<file path="src/rtl/i2ct_pkg.sv">
package i2ct_pkg;

    localparam int IDX_W      = 6;
    localparam int MUL_W      = 2;
    localparam int DIV_W      = 8;
    localparam int HQ_W       = 8;
    localparam int SH_MAX     = 2;
    localparam int CNT_W      = DIV_W + SH_MAX;
    localparam int N_HOLD     = 3;
    localparam int FRAC_BITS  = 2;

    typedef struct packed {
        logic [DIV_W-1:0] div;
        logic [HQ_W-1:0]  dat_q;
        logic [HQ_W-1:0]  sta_q;
        logic [HQ_W-1:0]  sto_q;
    } rate_entry_t;

    typedef struct packed {
        logic [CNT_W-1:0] low;
        logic [CNT_W-1:0] high;
        logic [CNT_W-1:0] dat_hold;
        logic [CNT_W-1:0] sta_hold;
        logic [CNT_W-1:0] sto_hold;
    } phase_len_t;

    typedef enum logic [2:0] {
        ST_IDLE,
        ST_STA,
        ST_PARK,
        ST_LOW_A,
        ST_LOW_B,
        ST_HIGH
    } seq_state_e;

    typedef struct packed {
        seq_state_e       st;
        logic             is_stop;
        logic             sda_next;
        logic [CNT_W-1:0] cnt;
        phase_len_t       len;
        logic             scl_pull;
        logic             sda_pull;
        logic             done;
    } seq_reg_t;

    function automatic rate_entry_t mk_entry(input int d, input int a, input int s, input int p);
        rate_entry_t e;
        e.div   = DIV_W'(d);
        e.dat_q = HQ_W'(a);
        e.sta_q = HQ_W'(s);
        e.sto_q = HQ_W'(p);
        return e;
    endfunction

endpackage

</file>
<file path="src/rtl/i2ct_rate_lut.sv">
module i2ct_rate_lut
    import i2ct_pkg::*;
(
    input  logic [IDX_W-1:0] idx,
    output rate_entry_t      entry
);

    // Divider and quarter-clock hold figures per index
    always_comb begin
        case (idx)
            IDX_W'(7'h07): entry = mk_entry(40, 40, 68, 82);
            IDX_W'(7'h0B): entry = mk_entry(40, 36, 64, 84);
            IDX_W'(7'h14): entry = mk_entry(80, 68, 128, 168);
            IDX_W'(7'h18): entry = mk_entry(80, 36, 96, 176);
            default:       entry = mk_entry(20, 28, 38, 41);
        endcase
    end

endmodule

</file>
<file path="src/rtl/i2ct_scale.sv">
module i2ct_scale
    import i2ct_pkg::*;
(
    input  logic [MUL_W-1:0] mul_code,
    input  rate_entry_t      entry,
    output phase_len_t       lens
);

    localparam logic [CNT_W-1:0] ONE = CNT_W'(1);

    logic [1:0]       sh;
    logic [CNT_W-1:0] period;
    logic [CNT_W-1:0] low_half;
    logic [HQ_W-1:0]  fig [N_HOLD];
    logic [CNT_W-1:0] clk_hold [N_HOLD];

    // scale code to shift amount; reserved code acts as factor 1
    always_comb begin
        case (mul_code)
            2'b01:   sh = 2'd1;
            2'b10:   sh = 2'd2;
            default: sh = 2'd0;
        endcase
    end

    assign period   = CNT_W'(entry.div) << sh;
    assign low_half = period >> 1;

    assign fig[0] = entry.dat_q;
    assign fig[1] = entry.sta_q;
    assign fig[2] = entry.sto_q;

    genvar g;
    generate
        for (g = 0; g < N_HOLD; g++) begin : g_hold
            logic [HQ_W+SH_MAX-1:0] prod;
            assign prod        = {{SH_MAX{1'b0}}, fig[g]} << sh;
            assign clk_hold[g] = CNT_W'(prod >> FRAC_BITS);
        end
    endgenerate

    always_comb begin
        lens.low  = low_half;
        lens.high = period - low_half;
        if (clk_hold[0] == '0)
            lens.dat_hold = ONE;
        else if (clk_hold[0] >= low_half)
            lens.dat_hold = low_half - ONE;
        else
            lens.dat_hold = clk_hold[0];
        lens.sta_hold = (clk_hold[1] == '0) ? ONE : clk_hold[1];
        lens.sto_hold = (clk_hold[2] == '0) ? ONE : clk_hold[2];
    end

endmodule

</file>
<file path="src/rtl/i2ct_seq.sv">
module i2ct_seq
    import i2ct_pkg::*;
(
    input  logic       clk,
    input  logic       rst_n,
    input  logic       start_req,
    input  logic       bit_req,
    input  logic       stop_req,
    input  logic       bit_val,
    input  phase_len_t lens_in,
    output logic       scl_pull,
    output logic       sda_pull,
    output logic       done
);

    localparam logic [CNT_W-1:0] ONE = CNT_W'(1);

    seq_reg_t r_d, r_q;

    always_comb begin
        r_d      = r_q;
        r_d.done = 1'b0;
        case (r_q.st)
            ST_IDLE: begin
                if (start_req) begin
                    r_d.len      = lens_in;
                    r_d.st       = ST_STA;
                    r_d.cnt      = lens_in.sta_hold - ONE;
                    r_d.sda_pull = 1'b1;
                    r_d.scl_pull = 1'b0;
                end
            end
            ST_STA: begin
                if (r_q.cnt == '0) begin
                    r_d.st       = ST_PARK;
                    r_d.scl_pull = 1'b1;
                    r_d.done     = 1'b1;
                end else begin
                    r_d.cnt = r_q.cnt - ONE;
                end
            end
            ST_PARK: begin
                if (stop_req || bit_req) begin
                    r_d.len      = lens_in;
                    r_d.is_stop  = stop_req;
                    r_d.sda_next = stop_req ? 1'b1 : ~bit_val;
                    r_d.st       = ST_LOW_A;
                    r_d.cnt      = lens_in.dat_hold - ONE;
                end
            end
            ST_LOW_A: begin
                if (r_q.cnt == '0) begin
                    r_d.st       = ST_LOW_B;
                    r_d.sda_pull = r_q.sda_next;
                    r_d.cnt      = r_q.len.low - r_q.len.dat_hold - ONE;
                end else begin
                    r_d.cnt = r_q.cnt - ONE;
                end
            end
            ST_LOW_B: begin
                if (r_q.cnt == '0) begin
                    r_d.st       = ST_HIGH;
                    r_d.scl_pull = 1'b0;
                    r_d.cnt      = r_q.is_stop ? (r_q.len.sto_hold - ONE)
                                               : (r_q.len.high - ONE);
                end else begin
                    r_d.cnt = r_q.cnt - ONE;
                end
            end
            ST_HIGH: begin
                if (r_q.cnt == '0) begin
                    r_d.done = 1'b1;
                    if (r_q.is_stop) begin
                        r_d.st       = ST_IDLE;
                        r_d.scl_pull = 1'b0;
                        r_d.sda_pull = 1'b0;
                    end else begin
                        r_d.st       = ST_PARK;
                        r_d.scl_pull = 1'b1;
                    end
                end else begin
                    r_d.cnt = r_q.cnt - ONE;
                end
            end
            default: r_d.st = ST_IDLE;
        endcase
    end

    always_ff @(posedge clk) begin
        if (!rst_n) begin
            r_q    <= '0;
            r_q.st <= ST_IDLE;
        end else begin
            r_q <= r_d;
        end
    end

    assign scl_pull = r_q.scl_pull;
    assign sda_pull = r_q.sda_pull;
    assign done     = r_q.done;

    AST_DONE_SINGLE: assert property (@(posedge clk) disable iff (!rst_n)
        done |=> !done);

    AST_SCL_AT_PHASE_END: assert property (@(posedge clk) disable iff (!rst_n)
        !$stable(scl_pull) |-> ($past(r_q.cnt) == '0));

    AST_DATA_EDGE_AFTER_HOLD: assert property (@(posedge clk) disable iff (!rst_n)
        (scl_pull && $past(scl_pull) && !$stable(sda_pull)) |-> ($past(r_q.st) == ST_LOW_A));

    AST_HOLD_INSIDE_LOW: assert property (@(posedge clk) disable iff (!rst_n)
        (r_q.st == ST_LOW_A) |-> (r_q.len.dat_hold < r_q.len.low));

    AST_START_FROM_IDLE: assert property (@(posedge clk) disable iff (!rst_n)
        ($rose(sda_pull) && !scl_pull) |-> ($past(r_q.st) == ST_IDLE));

    AST_STOP_ENDS_IDLE: assert property (@(posedge clk) disable iff (!rst_n)
        ($fell(sda_pull) && !scl_pull) |-> (r_q.st == ST_IDLE));

    AST_LEN_FROZEN: assert property (@(posedge clk) disable iff (!rst_n)
        (r_q.st == ST_LOW_B || r_q.st == ST_HIGH) |-> $stable(r_q.len));

endmodule

</file>
<file path="src/rtl/i2c_bit_timer.sv">
module i2c_bit_timer
    import i2ct_pkg::*;
(
    input  logic       clk,
    input  logic       rst_n,
    input  logic [7:0] div_cfg,
    input  logic       start_req,
    input  logic       bit_req,
    input  logic       stop_req,
    input  logic       bit_val,
    output logic       scl_pull,
    output logic       sda_pull,
    output logic       op_done
);

    rate_entry_t entry;
    phase_len_t  lens;

    i2ct_rate_lut u_lut (
        .idx   (div_cfg[IDX_W-1:0]),
        .entry (entry)
    );

    i2ct_scale u_scale (
        .mul_code (div_cfg[7 -: MUL_W]),
        .entry    (entry),
        .lens     (lens)
    );

    i2ct_seq u_seq (
        .clk       (clk),
        .rst_n     (rst_n),
        .start_req (start_req),
        .bit_req   (bit_req),
        .stop_req  (stop_req),
        .bit_val   (bit_val),
        .lens_in   (lens),
        .scl_pull  (scl_pull),
        .sda_pull  (sda_pull),
        .done      (op_done)
    );

    AST_DONE_NEEDS_SCL_LOW_OR_IDLE: assert property (@(posedge clk) disable iff (!rst_n)
        op_done |-> (scl_pull || !sda_pull));

endmodule

</file>
<file path="config.mk">
export PLATFORM = sky130hd
export DESIGN_NAME = i2c_bit_timer
export DESIGN_NICKNAME = d
export VERILOG_FILES = /design/src/rtl/i2ct_pkg.sv /design/src/rtl/i2ct_rate_lut.sv /design/src/rtl/i2ct_scale.sv /design/src/rtl/i2ct_seq.sv /design/src/rtl/i2c_bit_timer.sv
export SDC_FILE = /design/constraint.sdc
export NUM_CORES = 1
export LEC_CHECK = 0
export BUFFER_PORTS_ARGS = -buffer_cell sky130_fd_sc_hd__buf_2
export CAP_MARGIN = 20
export CORE_MARGIN = 2
export CORE_UTILIZATION = 31
export CTS_BUF_LIST = sky130_fd_sc_hd__clkbuf_4 sky130_fd_sc_hd__clkbuf_8
export DETAILED_ROUTE_END_ITERATION = 8
export PLACE_DENSITY = 0.53
export REMOVE_ABC_BUFFERS = 1
export SKIP_LAST_GASP = 1
export SLEW_MARGIN = 20
export SYNTH_ARGS = -nofsm -noshare
export SYNTH_HDL_FRONTEND = slang
export SYNTH_SLANG_ARGS = --single-unit
</file>
<file path="constraint.sdc">
create_clock -name clk -period 5.3 [get_ports clk]
set_input_delay 0.53 -clock clk [delete_from_list [all_inputs] [get_ports clk]]
set_output_delay 0.53 -clock clk [all_outputs]
set_load 0.03 [all_outputs]
</file>
* Word-level counts from Yosys, hierarchy flattened *
Index checks and enable logic that the tools add are counted.

word-level totals
  register bits = 58
  bits of input ports = 14
  logic and storage cells = 94

operators by class
  add/subtract/negate cells = 9
  magnitude comparators = 1
  eq/ne operators = 19
  shifts and indexed selects = 4
  muxes and demuxes = 32
  bitwise logic cells = 1
  reductions and logical operators = 17

operators with widths
  operator                 count
  $pmux W31 S4             1
  $pmux W50 S2             1
  $mux W65                 1
  $mux W62                 1
  $mux W10                 6
  $pmux W10 S5             1
  $sub A10 B1 Y10 const B  5
  $logic_not A10 Y1        4
  $shl A8 B2 Y10           3
  $mux W3                  6
  $pmux W3 S6              1
  $mux W8                  2
  $eq A6 B5 Y1 const B     2
  $ne A2 B1 Y1 const B     6
  $reduce_and A5 Y1        2
  $shl A7 B2 Y10           1
  $sub A10 B10 Y10         1
  $sub A10 B9 Y10          1
  $sub A9 B1 Y10 const B   1
  $ge A8 B9 Y1             1
  $sub A8 B1 Y9 const B    1
  $mux W1                  7
  $eq A3 B2 Y1 const B     2
  $eq A3 B3 Y1 const B     2
  other kinds (23)         24

* Longest topological paths before layout *
  depth in word-level cells = 9
  gate-level depth with buffers = 19
  gate-level depth less buffers = 17

* Cells and area by module *
From an unflattened synthesis, not the netlist that was laid out.

unflattened totals
  cell total of the unflattened synthesis = 820
  area total of the unflattened synthesis = 6174.7 sq um

by module, submodules not included
  module         instances  cells an instance  area an instance (sq um)  sequential area each (sq um)
  i2ct_seq       1          513                3917.5                    1161.1
  i2ct_scale     1          266                1978.1                    0.0
  i2ct_rate_lut  1          41                 279.0                     0.0

* Worst setup path after synthesis *
OpenSTA, ideal clock, no wires.

  kind = input to register
  start point = input div_cfg[5]
  end point = register u_seq.r_q[61] in the netlist's numbering
  library setup time = 127 ps
  arrival = 4597 ps
  required time = 5173 ps
  path slack = 576 ps
  stages on the path = 18
  cell sequence = buf_6 > nor4b_1 > nand2_1 > o22ai_1 > inv_1 > ha_1 > a2111oi_0 > nor2b_1 > a21oi_1 > and2_1 > clkbuf_1 > a21oi_1 > ha_1 > nand2_1 > and4bb_2 > o22ai_1 > mux2_1 > or3_1

between the ends
  word-level cells in the longest chain between the ends = 9
  elaborated cells between the ends (all ways) = 20
  classes of those cells = 3 x add/sub; 1 x order compare; 4 x eq/ne; 3 x shift; 7 x mux; 2 x reduce/logical

RTL lines
  what                                                     line                                RTL
  start: declaration                                       i2c_bit_timer.sv:6                  input logic [7:0] div_cfg,
  $eq A6 B5 Y1, or another cell as far along               i2ct_rate_lut.sv:10                 case (idx)
  $pmux W31 S4 (*)                                         i2ct_rate_lut.sv:10
  $shl A7 B2 Y10 / $shl A8 B2 Y10 (equally long branches)  i2ct_scale.sv:26, i2ct_scale.sv:37
  $sub A9 B1 Y10 / $ge A8 B9 Y1 (equally long branches)    i2ct_scale.sv:48, i2ct_scale.sv:47
  $mux W10                                                 i2ct_scale.sv:47                    else if (clk_hold[0] >= low_half)
  $mux W10                                                 i2ct_scale.sv:45                    if (clk_hold[0] == '0)
  $sub A10 B1 Y10                                          i2ct_seq.sv:48                      r_d.cnt = lens_in.dat_hold - ONE;
  $mux W65                                                 i2ct_seq.sv:43                      if (stop_req || bit_req) begin
  $pmux W10 S5 (*)                                         i2ct_seq.sv:23                      case (r_q.st)
  end signal: assignment                                   i2ct_seq.sv:94                      r_q <= r_d;
  end: declaration                                         i2ct_seq.sv:18                      seq_reg_t r_d, r_q;

Mark *: on every way between the ends. The rest lies on a longest branch, timed or not. The select of a mux whose other input is x is not followed.
A chain may end at the register's enable or synchronous reset.

* Final worst setup path *
  start point = input div_cfg[2]
  end point = register u_seq.r_q[61] in the netlist's numbering

Same word-level chain as after synthesis.

==> qor.yml <==
place:
  portBuffers: 16
  placed_cells: 840
  gp_congestion: 0.911
  place_ws_ns: 0.318
  dpl.hpwl_um: 11600
cells_and_area:
  syn_to_final_growth_pct: 8.59
  final_core_util: 0.343
  drive_gt1_frac: 0.0924
  fin_nets: 712
  fin_cells: 848
  antenna_cells: 0
  fill_cells: 1620
setup_path:
  critPathRequiredTime_ns: 5.51
  start_kind: "input port"
  crit_arrival_ns: 4.95
  end_kind: "flop"
  critPathMaxFanout: 12
  critPathKind: "input port to flop"
run:
  maxCapViolCount: 0
timing:
  relSlewSlack: 0.498
  holdWs_ns: 0.473
  timing.final.crit_share: 0.894
  slew_violations: 0
  fin_worst_skew_ns: 0.00987
  fmax_mhz: 211
  finalSetupTns_ns: 0
  rsz0062_at_grt: "no"
  setup_viol: 0
  tightestPinTransition_ns: 0.752
  min_period_ns: 4.74
  hold_viol_final: 0
  setup_ws_ns: 0.561
synth:
  synth_most_common_cell: "nor2_1"
  synth_top_family_by_area: "compound AO/OA/AOI/OAI gates"
  synthFlopType: "dfxtp_1"
  synth_common_cells: "nor2_1, a21oi_1, nand2_1, dfxtp_1, o21ai_0"
  synth_compound_area_frac: 0.284
  synth_edf_count: 0
  syn_inst: 652
  synth.distinct_cells: 78
  synthAdderAreaFrac: 0.108
  synthMuxAreaShare: 0.0277
  avgSynthCellArea_um2: 7.35
  ys_ff_latch: 51
  synth_top_area_frac: 0.213
  ys_warn_count: 0
  synth_simple_gate_area_frac: 0.246
  netlist_area_um2: 4790
  synthTopCellsByArea: "dfxtp_1, ha_1, nor2_1"
  synth_largest_area_cell: "dfxtp_1"
  synth_seq_area_share: 0.213
  synthArstFlopShare: 0
  synth_xor_xnor_area_share: 0.0677
power_and_ir_drop:
  power_density_nw_per_um2: 430
  power_leakage_nw: 1.96
  vdd_drop_max_mv: 0.136
detailed_routing:
  drc: 0
  drt-total-wl_um: 15400
  avgRoutedWirePerCell_um: 18.1
  viasPerCell: 5.79
  first_pass_iters: 4
  drt_iter0_markers: 370
  via_count: 4908
  drt.antenna.violating_nets: 0
min_path:
  hp-class: "flop to flop"
clock_tree:
  ctsRootBufferMaster: "clkbuf_8"
  htreeDepth: 2
  numCtsBuffers: 5
  worstSkewPairLatency_ns: 0.32
  postCtsSetupBuffers: 0
  clockBufferDepth: 2
  cts_hold_buf: 0
  clk_pin_slew_ns: 0.10
  cts_tree: "built"
  cts_resized: 0
  clock-sinks: 51
grt:
  overflow: 0
  grt_usage: 0.185
  antenna_found_initial: 0
  grt_max_degree: 38
  grt_pass1_wl_um: 24400
  grt_pass1_vias: 4585
run_status:
  status: "finished, final reports clean"
die:
  core_um2: 15100
  die_y_um: 128
  io_pins: 17
  dieArea_um2: 16500
  rows: 45
  die-width_um: 128
  initial_core_util: 0.316
## area by class of cell
type                       instances  area (um2)  area share
inverter                          29         109      0.0209
multi-input combinational        539        3530       0.679
sequential                        51        1020       0.196
clock inverter                     1        8.76     0.00168
timing repair buffer              33         208      0.0399
tap                              188         235      0.0452
clock buffer                       7        90.1      0.0173
## final timing paths
check / from / to / slack, ns / depth (start not counted)
worst max-delay path: div_cfg[2] / u_seq.r_q[61] / 0.56 / 16
worst min-delay path: u_seq.r_q[31] / u_seq.r_q[31] / 0.47 / 2
worst max register to register: u_seq.r_q[56] / u_seq.r_q[59] / 2.27 / 7
worst min register to register: u_seq.r_q[31] / u_seq.r_q[31] / 0.47 / 2
## report_power, final
group / internal, mW / switching, mW
clock network: 0.113 / 0.142
registers: 0.500 / 0.137
logic: 0.524 / 0.820
## metal layers
| metal | wire length [um] | global-route usage | up-vias |
|---|---|---|---|
| met1 | 7250 | 0.248 | 2339 |
| li1 | - | - | 2399 |
| met4 | 278 | 0.0452 | 0 |
| met3 | 832 | 0.0284 | 20 |
| met5 | 0 | 0 | - |
| met2 | 7020 | 0.311 | 150 |
## critical path, cell delays in order
cell	delay, ns
buf_2	0.20
xor2_1	0.53
nand3_1	0.21
o22ai_1	0.23
inv_1	0.19
ha_1	0.33
a2111oi_0	0.52
nand3b_1	0.26
nand2_1	0.17
mux2i_1	0.33
ha_1	0.26
nand2_1	0.07
and4bb_2	0.30
o22ai_1	0.13
mux2_1	0.33
or3_1	0.34
## state kept, by name, summed over array words and instances (netlist names)
name and count:
u_seq.r_q 48, u_seq.done 1, u_seq.scl_pull 1, u_seq.sda_pull 1
## cells in the final DEF, fill, tap and decap left out, types with 4 or more instances in the layout
cell / Yosys / routed
nor2_1: 80 / 80
a21oi_1: 57 / 57
clkbuf_8: 0 / 6
o32ai_1: 4 / 4
a31oi_1: 11 / 11
inv_1: 28 / 28
xor2_1: 17 / 17
nand2_1: 56 / 56
o21a_1: 4 / 4
nor2b_1: 10 / 10
o21ai_0: 43 / 43
xnor2_1: 20 / 20
nand3_1: 12 / 12
mux2i_1: 11 / 11
nor4_1: 5 / 5
a211oi_1: 12 / 12
and2_1: 5 / 5
o211ai_1: 8 / 8
and3_1: 4 / 4
nand3b_1: 6 / 6
nand2b_1: 8 / 8
nor3b_1: 5 / 5
buf_2: 3 / 16
a221oi_1: 7 / 7
dfxtp_1: 51 / 51
nor3_1: 20 / 19
ha_1: 38 / 38
o31ai_1: 5 / 5
buf_4: 0 / 17
or3_1: 4 / 4
conb_1: 2 / 4
o22ai_1: 13 / 13
## per-stage QoR
stage / area, um2 / total power [mW]
2_1_floorplan: 4650 / 1.57
3_3_place_gp: 5100 / 1.94
3_5_place_dp: 5100 / 1.95
4_1_cts: 5200 / 2.21
5_1_grt: 5200 / 2.40
6_report: 5200 / 2.24
## cells by family (layout without fill, tap and decap cells)
family / Yosys count / in the layout
other cells: 2 / 4
simple gates: 237 / 237
buf+inv: 64 / 70
fa+ha+maj: 41 / 41
compound gates: 207 / 207
mux: 13 / 13
flops: 51 / 51
xor+xnor: 37 / 37
Note: power is estimated with default switching activity, not from simulation.
